[config.mk]
export PLATFORM = sky130hd
export DESIGN_NAME = irqc_top
export DESIGN_NICKNAME = d
export VERILOG_FILES = /design/src/rtl/irqc_pkg.sv /design/src/rtl/irqc_sync.sv /design/src/rtl/irqc_trigger.sv /design/src/rtl/irqc_arbiter.sv /design/src/rtl/irqc_top.sv
export SDC_FILE = /design/constraint.sdc
export NUM_CORES = 2
export LEC_CHECK = 0
export BUFFER_PORTS_ARGS = -buffer_cell sky130_fd_sc_hd__buf_2
export CORE_UTILIZATION = 35
export CTS_CLUSTER_DIAMETER = 200
export DETAILED_ROUTE_END_ITERATION = 7
export SLEW_MARGIN = 30
export SYNTH_ARGS = -nofsm -noshare
export SYNTH_HDL_FRONTEND = slang
export SYNTH_SLANG_ARGS = --single-unit
export TNS_END_PERCENT = 5
[constraint.sdc]
create_clock -name clk -period 7.3 [get_ports clk]
set_clock_uncertainty 0.15 [all_clocks]
set_input_delay 1.095 -clock clk [delete_from_list [all_inputs] [get_ports clk]]
set_output_delay 1.095 -clock clk [all_outputs]
set_load 0.01 [all_outputs]
[src/rtl/irqc_pkg.sv]
package irqc_pkg;

    // Word addresses (byte offset = 4 * word)
    localparam int GCTL_WORD = 'h08;
    localparam int CTRL_WORD = 'h10;
    localparam int STAT_WORD = 'h20;

    // Global control and control-byte field positions
    localparam int ROT_BIT   = 6;
    localparam int LANES     = 4;
    localparam int LANE_W    = 8;

    typedef enum logic [1:0] {
        TRIG_LEVEL = 2'd0,
        TRIG_RISE  = 2'd1,
        TRIG_FALL  = 2'd2,
        TRIG_NONE  = 2'd3
    } trig_e;

    typedef struct packed {
        logic [1:0] spare_hi;
        trig_e      trig;
        logic       en;
        logic [2:0] spare_lo;
    } ctrl_byte_t;

    function automatic logic [LANES*LANE_W-1:0] strb_mask(input logic [LANES-1:0] s);
        logic [LANES*LANE_W-1:0] m;
        for (int b = 0; b < LANES; b++) begin
            m[b*LANE_W +: LANE_W] = {LANE_W{s[b]}};
        end
        return m;
    endfunction

    function automatic logic is_edge(input trig_e t);
        return (t == TRIG_RISE) || (t == TRIG_FALL);
    endfunction

endpackage

[src/rtl/irqc_sync.sv]
module irqc_sync #(
    parameter int W = 64
) (
    input  logic         clk,
    input  logic         rst,
    input  logic [W-1:0] d_i,
    output logic [W-1:0] q_o
);
    logic [W-1:0] meta_q;
    logic [W-1:0] sync_q;

    always_ff @(posedge clk) begin
        if (rst) begin
            meta_q <= '0;
            sync_q <= '0;
        end else begin
            meta_q <= d_i;
            sync_q <= meta_q;
        end
    end

    assign q_o = sync_q;
endmodule

[src/rtl/irqc_trigger.sv]
module irqc_trigger
    import irqc_pkg::*;
#(
    parameter int NUM_SRC = 64
) (
    input  logic                  clk,
    input  logic                  rst,
    input  logic [NUM_SRC-1:0]    sync_i,
    input  logic [NUM_SRC-1:0]    en_i,
    input  trig_e [NUM_SRC-1:0]   trig_i,
    input  logic [NUM_SRC-1:0]    clr_i,
    output logic [NUM_SRC-1:0]    status_o,
    output logic [NUM_SRC-1:0]    pend_o
);
    logic [NUM_SRC-1:0] prev_q;
    logic [NUM_SRC-1:0] status_q;
    logic [NUM_SRC-1:0] set_w;

    for (genvar i = 0; i < NUM_SRC; i++) begin : g_src
        assign set_w[i] = ((trig_i[i] == TRIG_RISE) &&  sync_i[i] && !prev_q[i]) ||
                          ((trig_i[i] == TRIG_FALL) && !sync_i[i] &&  prev_q[i]);
        assign pend_o[i] = en_i[i] && ((trig_i[i] == TRIG_LEVEL) ? sync_i[i] :
                                       (is_edge(trig_i[i]) && status_q[i]));
    end

    // set has priority over a simultaneous write-1 clear
    always_ff @(posedge clk) begin
        if (rst) begin
            prev_q   <= '0;
            status_q <= '0;
        end else begin
            prev_q   <= sync_i;
            status_q <= (status_q & ~clr_i) | set_w;
        end
    end

    assign status_o = status_q;

    // a clear with no competing edge empties the bit
    a_r6_clear_works: assert property (@(posedge clk) disable iff (rst)
        ((clr_i & ~set_w) != '0) |=> ((status_q & $past(clr_i & ~set_w)) == '0));

    // a new edge always leaves its bit set, clear or not
    a_r7_edge_wins: assert property (@(posedge clk) disable iff (rst)
        (set_w != '0) |=> ((status_q & $past(set_w)) == $past(set_w)));
endmodule

[src/rtl/irqc_arbiter.sv]
module irqc_arbiter #(
    parameter int NUM_SRC = 64,
    localparam int ID_W   = $clog2(NUM_SRC)
) (
    input  logic               clk,
    input  logic               rst,
    input  logic               rot_i,
    input  logic [NUM_SRC-1:0] pend_i,
    output logic               irq_o,
    output logic [ID_W-1:0]    id_o
);
    logic            irq_q;
    logic [ID_W-1:0] id_q;
    logic [ID_W-1:0] last_q;
    logic [ID_W-1:0] start;
    logic [ID_W-1:0] pick;
    logic [ID_W-1:0] winner;
    logic            found;
    logic            hold;
    int              idx;

    always_comb begin
        if (!rot_i) begin
            start = '0;
        end else if (last_q == ID_W'(NUM_SRC - 1)) begin
            start = '0;
        end else begin
            start = last_q + 1'b1;
        end
        pick  = '0;
        found = 1'b0;
        idx   = 0;
        for (int k = 0; k < NUM_SRC; k++) begin
            idx = int'(start) + k;
            if (idx >= NUM_SRC) idx = idx - NUM_SRC;
            if (!found && pend_i[ID_W'(idx)]) begin
                found = 1'b1;
                pick  = ID_W'(idx);
            end
        end
        hold   = rot_i && irq_q && pend_i[last_q];
        winner = hold ? last_q : pick;
    end

    always_ff @(posedge clk) begin
        if (rst) begin
            irq_q  <= 1'b0;
            id_q   <= '0;
            last_q <= ID_W'(NUM_SRC - 1);
        end else if (|pend_i) begin
            irq_q  <= 1'b1;
            id_q   <= winner;
            last_q <= winner;
        end else begin
            irq_q  <= 1'b0;
        end
    end

    assign irq_o = irq_q;
    assign id_o  = id_q;

    // checker state: pending vector seen by the last grant decision
    logic [NUM_SRC-1:0] pend_d;
    logic               rot_d;
    always_ff @(posedge clk) begin
        pend_d <= pend_i;
        rot_d  <= rot_i;
    end

    // fixed mode grants a pending source with nothing lower pending
    a_r9_lowest_wins: assert property (@(posedge clk) disable iff (rst)
        (!rot_i && (|pend_i)) |=> (irq_q && pend_d[id_q] &&
        ((pend_d & ((NUM_SRC'(1) << id_q) - NUM_SRC'(1))) == '0)));

    // rotating mode holds a grant whose source is still pending
    a_r10_hold_grant: assert property (@(posedge clk) disable iff (rst)
        (rot_i && irq_q && pend_i[id_q]) |=> (irq_q && $stable(id_q)));

    // no pending source means the request drops on the next edge
    a_r11_drop: assert property (@(posedge clk) disable iff (rst)
        (pend_i == '0) |=> !irq_q);
endmodule

[src/rtl/irqc_top.sv]
module irqc_top
    import irqc_pkg::*;
#(
    parameter int NUM_SRC = 64,
    parameter int ADDR_W  = 6,
    parameter int DATA_W  = 32,
    localparam int ID_W   = $clog2(NUM_SRC),
    localparam int N_STAT = NUM_SRC / DATA_W
) (
    input  logic               clk,
    input  logic               rst,
    input  logic               bus_we,
    input  logic [ADDR_W-1:0]  bus_addr,
    input  logic [DATA_W-1:0]  bus_wdata,
    input  logic [LANES-1:0]   bus_wstrb,
    output logic [DATA_W-1:0]  bus_rdata,
    input  logic [NUM_SRC-1:0] src_i,
    output logic               irq_o,
    output logic [ID_W-1:0]    irq_id_o
);
    ctrl_byte_t [NUM_SRC-1:0] ctrl_q;
    logic                     rot_q;
    logic [NUM_SRC-1:0]       sync_w;
    logic [NUM_SRC-1:0]       en_w;
    trig_e [NUM_SRC-1:0]      trig_w;
    logic [NUM_SRC-1:0]       clr_w;
    logic [NUM_SRC-1:0]       status_w;
    logic [NUM_SRC-1:0]       pend_w;
    logic [DATA_W-1:0]        wmask;

    assign wmask = strb_mask(bus_wstrb);

    // configuration registers
    always_ff @(posedge clk) begin
        if (rst) begin
            ctrl_q <= '0;
            rot_q  <= 1'b0;
        end else if (bus_we) begin
            if (bus_addr == ADDR_W'(GCTL_WORD) && bus_wstrb[0]) begin
                rot_q <= bus_wdata[ROT_BIT];
            end
            for (int i = 0; i < NUM_SRC; i++) begin
                if (bus_addr == ADDR_W'(CTRL_WORD + i / LANES) && bus_wstrb[i % LANES]) begin
                    ctrl_q[i] <= bus_wdata[(i % LANES)*LANE_W +: LANE_W];
                end
            end
        end
    end

    for (genvar i = 0; i < NUM_SRC; i++) begin : g_fields
        assign en_w[i]   = ctrl_q[i].en;
        assign trig_w[i] = ctrl_q[i].trig;
    end

    // write-1-to-clear masks for the status words
    always_comb begin
        clr_w = '0;
        for (int w = 0; w < N_STAT; w++) begin
            if (bus_we && bus_addr == ADDR_W'(STAT_WORD + w)) begin
                clr_w[w*DATA_W +: DATA_W] = bus_wdata & wmask;
            end
        end
    end

    // read path
    always_comb begin
        bus_rdata = '0;
        if (bus_addr == ADDR_W'(GCTL_WORD)) begin
            bus_rdata[ROT_BIT] = rot_q;
        end
        for (int i = 0; i < NUM_SRC; i++) begin
            if (bus_addr == ADDR_W'(CTRL_WORD + i / LANES)) begin
                bus_rdata[(i % LANES)*LANE_W +: LANE_W] = ctrl_q[i];
            end
        end
        for (int w = 0; w < N_STAT; w++) begin
            if (bus_addr == ADDR_W'(STAT_WORD + w)) begin
                bus_rdata = status_w[w*DATA_W +: DATA_W];
            end
        end
    end

    irqc_sync #(.W(NUM_SRC)) u_sync (
        .clk (clk),
        .rst (rst),
        .d_i (src_i),
        .q_o (sync_w)
    );

    irqc_trigger #(.NUM_SRC(NUM_SRC)) u_trig (
        .clk      (clk),
        .rst      (rst),
        .sync_i   (sync_w),
        .en_i     (en_w),
        .trig_i   (trig_w),
        .clr_i    (clr_w),
        .status_o (status_w),
        .pend_o   (pend_w)
    );

    irqc_arbiter #(.NUM_SRC(NUM_SRC)) u_arb (
        .clk    (clk),
        .rst    (rst),
        .rot_i  (rot_q),
        .pend_i (pend_w),
        .irq_o  (irq_o),
        .id_o   (irq_id_o)
    );

    // a level source never leaves a status bit behind
    a_r3_level_no_status: assert property (@(posedge clk) disable iff (rst)
        ((status_w & ~en_w) == (status_w & ~en_w)) && $stable(ctrl_q) |=>
        ((status_w & $past({NUM_SRC{1'b1}} & ~status_w)) & level_mask()) == '0);

    function automatic logic [NUM_SRC-1:0] level_mask();
        logic [NUM_SRC-1:0] m;
        for (int i = 0; i < NUM_SRC; i++) m[i] = (ctrl_q[i].trig == TRIG_LEVEL);
        return m;
    endfunction
endmodule

======== After elaboration in Yosys (flattened, before gate mapping) ========
Cells that the tools add are included.
storage, ports and cells
  output and inout port bits .............. 39
  flip-flop bits (word level) ............. 782
  word-level logic and storage cells ...... 2160
cells by class
  bitwise operators ....................... 4
  reduce and logical (&&, ||, !) cells .... 965
  add/subtract/negate cells ............... 128
  muxes and demuxes ....................... 522
  magnitude comparators ................... 129
  equality and inequality tests ........... 148
operators with widths
  operator                                                              number
  6-bit two-way mux                                                     131
  1-bit logical AND                                                     516
  6-bit by 8-bit < comparator with 1-bit output, second input constant  64
  8-bit two-way mux                                                     64
  7-bit >= comparator, second input constant                            63
  1-bit binary-select mux with 6-bit select                             65
  6-bit by 1-bit subtractor with 6-bit output, second input constant    64
  1-bit two-way mux                                                     258
  6-bit by 6-bit adder with 7-bit output, second input constant         32
  1-bit zero test                                                       191
  2-bit AND reduction                                                   65
  2-bit by 1-bit == test with 1-bit output, second input constant       64
  2-bit == test, second input constant                                  64
  2-bit zero test                                                       64
  1-bit logical OR                                                      128
  32-bit two-way mux                                                    4
  6-bit by 5-bit adder with 7-bit output, second input constant         16
  6-bit by 5-bit == test with 1-bit output, second input constant       16
  64-bit AND                                                            1
  64-bit NOT                                                            1
  64-bit OR                                                             1
  64-bit OR reduction                                                   1
  6-bit by 4-bit adder with 7-bit output, second input constant         8
  32-bit AND                                                            1
  other kinds (8)                                                       14

======== Logic depth before layout (Yosys ltp) ========
  depth after elaboration ................. 199
  mapped depth ............................ 35
  depth with buffers taken out ............ 25

======== Hierarchy ========
From an unflattened synthesis, not the netlist that was laid out.
second synthesis, totals
  cells, all modules ...................... 6815
  area, all modules ....................... 53196.0 um^2
modules (own cells, without submodules)
  module        seq. area each (um^2)  area each (um^2)  cells each  instances
  irqc_top      10269.8                23153.5           3189        1
  irqc_arbiter  260.2                  17675.7           2382        1
  irqc_trigger  2562.5                 8902.3            974         1
  irqc_sync     2562.5                 3464.6            270         1

======== Worst setup path before layout ========
OpenSTA, ideal clock, no wires.
  path type ............................... register to register
  start ................................... register u_arb.last_q[1]
  end ..................................... register u_arb.last_q[4]
  cell stages (with the launch flop) ...... 29
  data required time ...................... 7026 ps
  path slack .............................. -557 ps
  period minus slack after synthesis ...... 7857 ps
  arrival ................................. 7583 ps
  path through ............................ dfxtp_1 -> ha_1 -> nand2_1 -> clkbuf_1 -> clkbuf_1 -> clkbuf_1 -> clkbuf_1 -> ha_1 -> buf_2 -> inv_2 -> buf_2 -> buf_2 -> o21ai_0 -> o22ai_1 -> nor2_1 -> mux4_2 -> mux2_2 -> nand4bb_1 -> nor4_1 -> nand4_2 -> nor4_2 -> and4b_1 -> nor2b_1 -> buf_2 -> a21oi_1 -> or3_1 -> nor3b_1 -> nor2_1 -> a2111o_1
between the ends
  longest elaborated chain between the ends .. 199
RTL lines
  element                                                                           line                RTL
  start, declared                                                                   irqc_arbiter.sv:14  logic [ID_W-1:0] last_q;
  start signal, assigned                                                            irqc_arbiter.sv:49  last_q <= ID_W'(NUM_SRC - 1);
  start signal, assigned                                                            irqc_arbiter.sv:53  last_q <= winner;
  branches (longest 198 deep; another with 6-bit by 1-bit adder with 7-bit output)  -
  6-bit two-way mux (*)                                                             irqc_arbiter.sv:42  winner = hold ? last_q : pick;
Every way passes the cells marked *. The select of a mux whose other input is x is not followed.
A chain may end at the register's enable or synchronous reset.

======== Worst setup path in the final report ========
  start ................................... register u_arb.last_q[1]
  end ..................................... register u_arb.last_q[0]
The elaborated chain is that of the path after synthesis.

==> results.md <==
- Outcome: complete, but fails checks
- Failing checks: design-rule violations, negative setup slack
- Final period utilization: 1.007
- Vias per inst: just over 6
- Cell row count: 136
- Mapped Nets: 6,678
- Clk pin slew, worst setup/hold paths: approximately 0.060 ns
- Fin. max-slew vios: 0
- Critical path class: flip-flop to flip-flop
- CTS buffer count: between 80 and 90
- Worst Tran Pin Value: 1.086 ns
- Clock Tree Buf Depth: 3
- Area of the core: between 100,000 and 150,000 sq um
- Clock Sink Count: a little under 800
- Final hold violation count: 0
- Total power draw: 9.471 mW
- Largest net degree at the start of global routing: about 190
- CTS H-tree lvls: 3
- Dpl cells: approximately 8,700
- Routed Antenna Nets: 0
- Synth Flop Type: dfxtp_1
- CTS tree: built
- Critical Path RT: slightly below 8 ns
- First-pass iteration count of the detailed router: 8
- Port bufs: approximately 150
- Power per cell area: approximately 160 nW/um^2
- Cell area after layout: 59,280 sq um
- Fill count: roughly 14,000
- Placed instance area: 56,070 sq um
- All-Layer GR Usage: 0.3610
- Crit end category: flip-flop
- P_leak: 22.30 nW
- CP Launch Type: flip-flop
- Synth Area per Inst: roughly 7.7 sq um
- #FFs+latches synth: 782
- Via Count: between 50,000 and 60,000
- Area occupied by multi-input gates: approximately 31,000 sq um
- Dpl ws: -0.2501 ns
- Die area: 141,100 sq um
- DRC: 2
- Worst skew pair latency: around 0.74 ns
- 1st-iter DRT viols: approximately 7,800
- Hold crit path type: flip-flop to flip-flop
- Yosys cell types: around 100
- Initial Utilization: 0.3540
- Synthesized cell area: 48,860 sq um
- Hold Slack: about 0.25 ns
- Max_slew headroom: 0.2741
- Cells after Synth: 6,359
- # hold bufs at CTS: 0
- Root Driver: clkbuf_16
- Post-synthesis sequential area ratio: 0.3204
- Drt wl/cell: 29.89 um
- Warnings from Yosys: 0
- Max Freq: roughly 140 MHz
- Layout area overhead: 21.32%
- Final worst slack: -0.04940 ns
- Die X: 375.6 um
- Total congestion overflow: 0
- Worst vdd ir: roughly 0.18 mV
- First-pass GRT wire length: between 300,000 and 400,000 um
- Die Height: 375.6 um
- Storage element area: between 15,000 and 20,000 sq um
- RD Place Congestion: between 1 and 1.5
- Endpoints failing setup: 2
- Initial antenna violation count: 21
- Layout cells sized above 1: 0.1833
- Non-Filler Instances: between 8,000 and 9,000
- Ports: 148
- EDFF count, synth: 0
- Post-layout minimum cycle time: 7.349 ns
- Ys async rst share: 0
- Unrepaired setup endpoints after global routing: false
- Vias in the first global route: between 40,000 and 50,000
- Nets: 7,228
- Maxcap violations: 0
- Detailed placer's ending HPWL: approximately 210,000 um
- CP Max Fanout: 49
- Arr. time, crit path: approximately 8 ns
- Final wirelength: approximately 260,000 um
==> critical path, cell delays in order, from the launching register on <==
cell and delay, ns:
dfxtp_1 0.32, ha_2 0.39, nand2_2 0.14, buf_4 0.34
a21oi_1 0.39, a2111oi_0 0.13, nor4_1 0.68, and2_1 0.24
a211oi_1 0.09, or4_1 0.57, buf_4 0.20, buf_4 0.18
nand4_1 0.24, buf_4 0.19, nor3_2 0.06, nor4_1 0.33
nand3_1 0.20, or4_1 0.44, buf_4 0.16, nor4_1 0.40
nand4_1 0.35, o32ai_2 0.44, buf_4 0.19, a21oi_1 0.06
or2_2 0.28
==> power breakdown <==
| part | total (mW) | switching [mW] | internal [mW] |
|---|---|---|---|
| sequential | 4.37 | 0.0475 | 4.32 |
| combinational | 0.491 | 0.362 | 0.129 |
| clock | 4.62 | 1.96 | 2.66 |
| total | 9.47 | 2.37 | 7.10 |
==> Yosys cell counts (22+ instances only) <==
cell	number	area (sq um)
nand2_1	1542	5788
a21oi_1	845	4229
dfxtp_1	782	15660
nor2_1	364	1366
clkbuf_1	286	1074
ha_1	210	2628
nor2b_1	208	1301
o21ai_0	203	1016
inv_1	157	589.3
mux2i_1	149	1491
nand3_1	149	745.7
a22oi_1	136	1021
mux4_2	123	2770
nand4b_1	68	595.6
nand4_1	60	375.4
xnor2_1	58	508.0
buf_1	56	210.2
nor3_1	56	280.3
a211oi_1	55	412.9
nand3b_1	55	412.9
mux2_2	54	608.1
o22ai_1	54	337.8
a222oi_1	43	430.4
a31oi_1	41	256.5
nor4_1	40	250.2
o211ai_1	37	277.8
and2_1	35	219.0
buf_2	30	150.1
or3_1	28	175.2
a221oi_1	25	219.0
a211o_1	23	201.4
a22o_1	22	192.7
nand2b_1	22	137.6
==> cell families after synthesis <==
group | synth area share
fa+ha+maj | 0.05378
compound gates | 0.2130
xor+xnor | 0.01360
simple gates | 0.2549
mux | 0.1004
flops | 0.3204
buf+inv | 0.04394
==> sequential cells by signal (all words and copies together), names as in the netlist <==
register,count
ctrl_q,512
rot_q,1
u_arb.id_o,6
u_arb.irq_o,1
u_arb.last_q,6
u_sync.meta_q,64
u_sync.q_o,64
u_trig.prev_q,64
u_trig.status_o,64
==> layout by cell type (no fill, tap or decap), types with 21 or more instances in the layout <==
| cell | instances |
|---|---|
| o211ai_1 | 37 |
| buf_12 | 22 |
| clkbuf_16 | 88 |
| mux2_2 | 54 |
| buf_4 | 671 |
| ha_1 | 207 |
| a31oi_1 | 39 |
| nor2_1 | 347 |
| nand4_1 | 60 |
| and3_1 | 21 |
| nand2_1 | 1540 |
| mux4_2 | 123 |
| a221oi_1 | 25 |
| nand2b_1 | 22 |
| a22o_1 | 22 |
| a22oi_1 | 136 |
| and2_1 | 37 |
| nor3_1 | 50 |
| buf_2 | 146 |
| mux2i_1 | 146 |
| nor4_1 | 35 |
| a211oi_1 | 51 |
| xnor2_1 | 54 |
| nand4b_1 | 68 |
| a222oi_1 | 43 |
| nor2b_1 | 205 |
| clkbuf_8 | 24 |
| a211o_1 | 23 |
| o21ai_0 | 200 |
| dfxtp_1 | 782 |
| o22ai_1 | 53 |
| a21oi_1 | 844 |
| nand3_1 | 148 |
| inv_1 | 157 |
| or3_1 | 28 |
| nand3b_1 | 55 |
==> layout make-up <==
type / instances / share of cell area
Antenna cell: 12 / 0.0005066
Clock buffer: 126 / 0.04361
Clock inverter: 28 / 0.006839
Inverter: 167 / 0.01064
Multi-Input combinational cell: 5027 / 0.5292
Sequential cell: 782 / 0.2641
Tap cell: 1863 / 0.03932
Timing Repair Buffer: 844 / 0.1057
==> timing repair <==
action,CTS,global route
endpoints found under the setup margin,4,12
pin swaps,0,3
setup buffers,0,1
resized for setup,4,32
cloned,0,0
==> worst paths after layout <==
path | start | end | slack [ns] | depth (start not counted)
max reg2reg | u_arb.last_q[1]$_SDFFE_PP1P_ | u_arb.last_q[0]$_SDFFE_PP1P_ | -0.05 | 24
max | u_arb.last_q[1]$_SDFFE_PP1P_ | u_arb.last_q[0]$_SDFFE_PP1P_ | -0.05 | 24
min reg2reg | u_sync.meta_q[4]$_SDFF_PP0_ | u_sync.q_o[4]$_SDFF_PP0_ | 0.25 | 1
min | u_sync.meta_q[4]$_SDFF_PP0_ | u_sync.q_o[4]$_SDFF_PP0_ | 0.25 | 1
==> routing by layer <==
layer,part of all wire,vias to the layer above,GRT usage
li1,-,23820,-
met1,0.40,25970,0.4809
met2,0.40,3597,0.5153
met3,0.12,773,0.09946
met4,0.072,34,0.2173
met5,0.0012,-,0
==> per-stage QoR <==
stage	util	setup TNS, ns
after floorplan	-	-0.03501
after global placement	0.4062	-0.6520
after detailed placement	0.4063	-0.6224
after CTS	0.4281	0
after global routing	0.4294	0
final	0.4295	-0.05837
Note: power is estimated with default switching activity, not from simulation.
